===== config.mk =====
export PLATFORM = sky130hd
export DESIGN_NAME = uart_rx_queue
export DESIGN_NICKNAME = d
export VERILOG_FILES = /design/src/rtl/uart_rx_queue.sv
export SDC_FILE = /design/constraint.sdc
export NUM_CORES = 1
export LEC_CHECK = 0
export CAP_MARGIN = 20
export CORE_ASPECT_RATIO = 1.25
export CORE_MARGIN = 2
export CORE_UTILIZATION = 30
export DETAILED_ROUTE_END_ITERATION = 10
export PLACE_DENSITY = 0.49
export SYNTH_ARGS = -nofsm -noshare
export SYNTH_HDL_FRONTEND = slang
export SYNTH_SLANG_ARGS = --single-unit
export TNS_END_PERCENT = 1

===== constraint.sdc =====
create_clock -name clk -period 6.2 [get_ports clk]
set_input_delay 1.86 -clock clk [delete_from_list [all_inputs] [get_ports clk]]
set_output_delay 1.86 -clock clk [all_outputs]
set_load 0.05 [all_outputs]

===== src/rtl/uart_rx_queue.sv =====
module uart_rx_queue #(
  parameter int DEPTH   = 16,
  parameter int DATA_W  = 8,
  parameter int STAT_W  = 4,
  parameter int LVL_W   = 6,
  parameter int BRK_BIT = 2,
  parameter logic [LVL_W-1:0] LVL_RST = 6'h12
) (
  input  logic                     clk,
  input  logic                     rst_n,
  input  logic                     cfg_wr,
  input  logic                     cfg_fifo_on,
  input  logic                     lvl_wr,
  input  logic [LVL_W-1:0]         lvl_val,
  input  logic                     in_vld,
  input  logic [DATA_W-1:0]        in_data,
  input  logic [STAT_W-1:0]        in_stat,
  input  logic                     in_brk,
  output logic                     in_rdy,
  input  logic                     rd_pop,
  output logic [DATA_W+STAT_W-1:0] rd_entry,
  output logic                     st_empty,
  output logic                     st_full,
  output logic                     rx_irq
);
  localparam int EW = DATA_W + STAT_W;
  localparam int AW = $clog2(DEPTH);
  localparam int CW = AW + 1;
  localparam logic [EW-1:0] BRK_ENTRY = EW'(1) << (DATA_W + BRK_BIT);

  logic [EW-1:0] mem [DEPTH];
  logic [AW-1:0] rptr;
  logic [CW-1:0] cnt;
  logic          fifo_on;
  logic [LVL_W-1:0] lvl;

  logic [CW-1:0] cap, cnt_pop, cnt_nxt;
  logic [CW:0]   wsum;
  logic [AW-1:0] wslot, rptr_inc;
  logic [LVL_W-1:0] trig;
  logic          flip, push_ok, pop_ok;
  logic [EW-1:0] in_entry;

  assign cap      = fifo_on ? CW'(DEPTH) : CW'(1);
  assign trig     = (lvl >> 1) & LVL_W'(28);
  assign flip     = cfg_wr && (cfg_fifo_on != fifo_on);
  assign in_rdy   = cnt < cap;
  assign push_ok  = !cfg_wr && (in_vld || in_brk) && in_rdy;
  assign pop_ok   = !cfg_wr && rd_pop && (cnt != '0);
  assign cnt_pop  = cnt - CW'(pop_ok);
  assign cnt_nxt  = cnt_pop + CW'(push_ok);
  assign wsum     = (CW+1)'(rptr) + (CW+1)'(cnt);
  assign wslot    = (wsum >= (CW+1)'(DEPTH)) ? AW'(wsum - (CW+1)'(DEPTH)) : AW'(wsum);
  assign rptr_inc = (rptr == AW'(DEPTH-1)) ? '0 : rptr + AW'(1);
  assign in_entry = in_brk ? BRK_ENTRY : {in_stat, in_data};
  assign rd_entry = mem[rptr];

  always_ff @(posedge clk or negedge rst_n) begin
    if (!rst_n) begin
      for (int i = 0; i < DEPTH; i++) mem[i] <= '0;
    end else if (push_ok) begin
      mem[wslot] <= in_entry;
    end
  end

  always_ff @(posedge clk or negedge rst_n) begin
    if (!rst_n) begin
      lvl <= LVL_RST;
    end else if (lvl_wr) begin
      lvl <= lvl_val;
    end
  end

  always_ff @(posedge clk or negedge rst_n) begin
    if (!rst_n) begin
      fifo_on  <= 1'b0;
      rptr     <= '0;
      cnt      <= '0;
      st_empty <= 1'b1;
      st_full  <= 1'b0;
      rx_irq   <= 1'b0;
    end else if (cfg_wr) begin
      fifo_on <= cfg_fifo_on;
      if (flip) begin
        rptr     <= '0;
        cnt      <= '0;
        st_empty <= 1'b1;
        st_full  <= 1'b0;
      end
    end else begin
      cnt <= cnt_nxt;
      if (pop_ok) rptr <= rptr_inc;
      if (push_ok)                      st_empty <= 1'b0;
      else if (pop_ok && cnt == CW'(1)) st_empty <= 1'b1;
      if (push_ok && cnt_nxt == cap) st_full <= 1'b1;
      else if (rd_pop)               st_full <= 1'b0;
      if (push_ok && 32'(cnt_nxt) == 32'(trig))              rx_irq <= 1'b1;
      else if (pop_ok && 32'(cnt_pop) + 1 == 32'(trig))      rx_irq <= 1'b0;
    end
  end


  full_excl_chk: assert property (@(posedge clk) disable iff (!rst_n)
    !(st_empty && st_full));


  empty_track_chk: assert property (@(posedge clk) disable iff (!rst_n)
    st_empty == (cnt == '0));


  no_overflow_chk: assert property (@(posedge clk) disable iff (!rst_n)
    cnt <= cap);


  flush_chk: assert property (@(posedge clk) disable iff (!rst_n)
    flip |=> (cnt == '0) && (rptr == '0));


  empty_pop_chk: assert property (@(posedge clk) disable iff (!rst_n)
    (rd_pop && st_empty && !push_ok && !cfg_wr) |=> $stable(rptr) && st_empty);


  irq_rise_chk: assert property (@(posedge clk) disable iff (!rst_n)
    $rose(rx_irq) |-> $past(push_ok));


  irq_fall_chk: assert property (@(posedge clk) disable iff (!rst_n)
    $fell(rx_irq) |-> $past(pop_ok));
endmodule


==> out/qor.txt <==
WORST SETUP PATH
----------------------------------------------------------------------------------------------------
Worst path top cell family by delay                                                     buffers and inverters
Startpoint type of the worst setup path                                                         flop
Startpoint of the most critical register-to-register path                               rptr[1]$_DFFE_PN0P_
Crit path buffers/inverters                                                                        2
Number of cell instances on the worst register-to-register path                                    7
Maximum net fanout on the critical path                                                           42
Endpoint arrival time on the critical path                                                   3.62 ns
Cell type of the slowest stage on the worst timing path                                      dfrtp_4
Worst path max stage delay                                                                   0.93 ns
Crit path depth                                                                                    6
Critical R2R Capture                                                                    mem[144]$_DFFE_PN0P_
Critical setup path kind                                                                flop to primary output
Type of destination of the critical path                                                primary output
Critical path cell sequence                                                             buf_4, mux2i_1, a221oi_1, o21ai_0, nand2_1, clkdlybuf4s50_1
Minimum setup slack among reg-to-reg paths                                                   2.68 ns
Data required time of the critical path                                                      4.34 ns

PLACEMENT
----------------------------------------------------------------------------------------------------
Routability cong.                                                                              0.719
Detail Placement HPWL                                                                      16,600 µm
Number of port buffers                                                                            38

DRT
----------------------------------------------------------------------------------------------------
Average wire per standard cell                                                               19.0 µm
Average vias per placed instance                                                                4.92
Starting DRC count in detailed routing                                                           272
Remaining number of nets flagged by the antenna check after routing                                0
DRC errors left                                                                                    0
Detailed-routing iteration count for the pre-antenna-repair pass                                   4
Wirelength, routed                                                                         26,700 µm
Via count                                                                                      6,912

RUN STATUS
----------------------------------------------------------------------------------------------------
Run status                                                                                 completed

GLOBAL ROUTING
----------------------------------------------------------------------------------------------------
Pin count of the biggest net entering global routing                                              88
Number of antenna violations at the first check in global routing                                  0
Wire length of the first global-routing pass                                               42,600 µm
Total routing usage reported by global routing                                                 0.155
Global-route congestion overflow total                                                             0
Number of global-route vias before repair                                                      7,038

MIN PATH
----------------------------------------------------------------------------------------------------
Endpoint with the worst hold slack                                                      mem[188]$_DFFE_PN0P_
Worst hold start                                                                        mem[188]$_DFFE_PN0P_
Hold path depth                                                                                    2
Hold Path Class                                                                         flop to flop

SYNTH
----------------------------------------------------------------------------------------------------
Synthesized Nets                                                                                 990
Count of synthesis-stage warnings from yosys                                                       0
Gate count after technology mapping                                                              954
Post-synthesis instance area                                                              0.0102 mm²
Flip-flop cell with the highest count after synthesis                                        dfrtp_1
Portion of the post-synthesis area used by sequential elements                                 0.513
EDFF count, synth                                                                                  0
Synthesis-stage register bit count                                                               208
Number of unique standard cell types used by synthesis                                            55
Share of flip-flops with an asynchronous set or reset after synthesis                           1.00
Avg Inst Size Synth                                                                         10.6 µm²

LAYOUT
----------------------------------------------------------------------------------------------------
Share of final-layout standard cells stronger than drive strength 1                            0.158
Net count, final                                                                               1,002
Synthesis-to-layout area growth                                                                15.5%
Post-layout utilization of the core                                                            0.350
Most used cells in the layout excluding fill and tap cells                              dfrtp_1, nand2_1, o21ai_0
Most common cell after layout, fill and taps aside                                           dfrtp_1
Antenna diode count                                                                                0

CLOCKING
----------------------------------------------------------------------------------------------------
Clock tree root buffer cell                                                                clkbuf_16
CTS Sinks                                                                                        208
Clock tree buffer depth                                                                            3
Insertion delay of the later-clocked pin in the worst-skew pair                              0.52 ns
Clock tree from TritonCTS                                                                        yes
Clock-pin slew reported for the worst setup and hold paths after clock tree synthesis        0.06 ns
Inserted Clock Buffers                                                                            22
Number of levels the H-tree was split into                                                         1
Post-CTS sizing                                                                                    0
Number of setup buffers added after CTS                                                            0
Count of hold-fix buffers inserted at cts                                                          0

POWER
----------------------------------------------------------------------------------------------------
Share of power burned in combinational logic                                                   0.427
Power dissipated by switching net loads                                                      2.54 mW
Power density relative to cell area                                                       536 mW/mm²
Cell leakage power                                                                           5.03 nW
Worst ir drop on vdd                                                                        0.200 mV
Internal power summed over all cells                                                         3.76 mW
Proportion of total power due to net switching                                                 0.403
Clock share of power                                                                           0.222
Flop pwr share                                                                                 0.351

STA
----------------------------------------------------------------------------------------------------
Maximum clock frequency                                                                    0.182 GHz
Final setup violation count                                                                        0
Worst slew slack as a fraction of its limit                                                    0.316
Worst-case clock skew                                                                      0.0134 ns
RSZ-0062 raised after global routing                                                              no
Number of max-slew violations in the final report                                                  0
Summed negative setup slack over all endpoints                                                  0 ns
Period minus WS final                                                                        5.48 ns
Transition time at the pin with the least slew margin                                        1.02 ns
Part of the cycle the worst path needs                                                         0.884
Number of hold violations in the final report                                                      0

DIE
----------------------------------------------------------------------------------------------------
Total Die Area                                                                            0.0354 mm²
Core area                                                                                 0.0335 mm²
Starting density of the core                                                                   0.303
Die height                                                                                    210 µm
Width of the chip                                                                             169 µm
Total number of placement rows                                                                    75
I/O Pins                                                                                          42

FLOW RUN
----------------------------------------------------------------------------------------------------
Max-cap violations                                                                                 0

flip-flops by register name (all words and copies together), names as in the netlist:
| register | cells |
|---|---|
| mem | 192 |
| cnt | 5 |
| rptr | 4 |
| lvl | 3 |
| fifo_on | 1 |
| rx_irq | 1 |
| st_empty | 1 |
| st_full | 1 |
area by class of cell:
type                    instances  area [µm²]
clock buffers                  33         682
clock inverters                 6        93.8
fillers                      3307       21800
inverters                      15        58.8
multi-input cells             659        4540
flip-flops and latches        208        5210
well taps                     423         529
repair buffers                 60         614
cells in the mapped netlist, types with 8 or more instances:
cell / n / area (µm²)
nor2b_1: 14 / 87.6
o21ai_0: 185 / 926
o21ai_1: 9 / 45.0
nor2_1: 15 / 56.3
xnor2_1: 11 / 96.3
nand2b_1: 13 / 81.3
clkbuf_1: 44 / 165
inv_1: 14 / 52.6
buf_2: 20 / 100
mux2_4: 8 / 120
dfrtp_1: 206 / 5150
ha_1: 9 / 113
mux4_2: 24 / 541
mux2i_1: 38 / 380
a22oi_1: 12 / 90.1
a21oi_1: 19 / 95.1
nand2_1: 185 / 694
a221oi_1: 12 / 105
mux2_2: 41 / 462
metal layers:
| metal | up-vias | wire [µm] | global-route usage |
|---|---|---|---|
| met3 | 26 | 753 | 0.0147 |
| met5 | - | 0 | 0 |
| met4 | 0 | 393 | 0.0318 |
| met2 | 80 | 13700 | 0.274 |
| met1 | 3442 | 11900 | 0.207 |
| li1 | 3364 | - | - |
stage by stage:
step | setup slack [ns] | hold WS [ns] | instance area [µm²] | std cells | power (mW)
6_report | 0.716 | 0.475 | 11700 | 1404 | 6.29
5_1_grt | 0.547 | 0.496 | 11700 | 1404 | 6.71
4_1_cts | 0.662 | 0.481 | 11700 | 1402 | 6.35
3_5_place_dp | 1.22 | 0.466 | 10900 | 1363 | 4.94
3_3_place_gp | 1.24 | 0.458 | 10900 | 1363 | 4.89
2_1_floorplan | 1.98 | 0.444 | 10200 | 954 | 4.11
worst max path at each step:
stage                             start                 end  slack, ns
floorplan                        rd_pop  rx_irq$_DFFE_PN0P_       1.98
global placement    rptr[0]$_DFFE_PN0P_         rd_entry[5]       1.24
detailed placement  rptr[0]$_DFFE_PN0P_         rd_entry[5]       1.22
CTS                 rptr[0]$_DFFE_PN0P_         rd_entry[5]       0.66
global route        rptr[0]$_DFFE_PN0P_         rd_entry[5]       0.55
finish              rptr[0]$_DFFE_PN0P_         rd_entry[5]       0.72
cell families (layout without fill, tap and decap cells):
family | Yosys count | in the layout | synth area share
AO/OA/AOI/OAI | 248 | 248 | 0.134
XOR/XNOR | 20 | 20 | 0.0228
adder cells (fa/ha/maj) | 10 | 10 | 0.0131
buffers and inverters | 87 | 114 | 0.0404
flip-flops | 208 | 208 | 0.513
multiplexers | 111 | 111 | 0.148
AND/OR/NAND/NOR | 270 | 270 | 0.129
tightest hold or removal path, delay by kind of cell (launching register included):
kind / cells / cell delay, ns
AND/OR/NAND/NOR: 1 / 0.05
AO/OA/AOI/OAI: 1 / 0.06
flip-flops: 1 / 0.34
power by group through the flow:
stage / registers, mW / logic [mW] / clock network [mW]
after floorplan: 2.07 / 2.04 / 0
after global placement: 2.25 / 2.65 / 0
after detailed placement: 2.26 / 2.68 / 0
after CTS: 2.24 / 2.69 / 1.43
after global routing: 2.28 / 2.95 / 1.48
final: 2.21 / 2.69 / 1.39
Power figures use the tool's default switching activity.
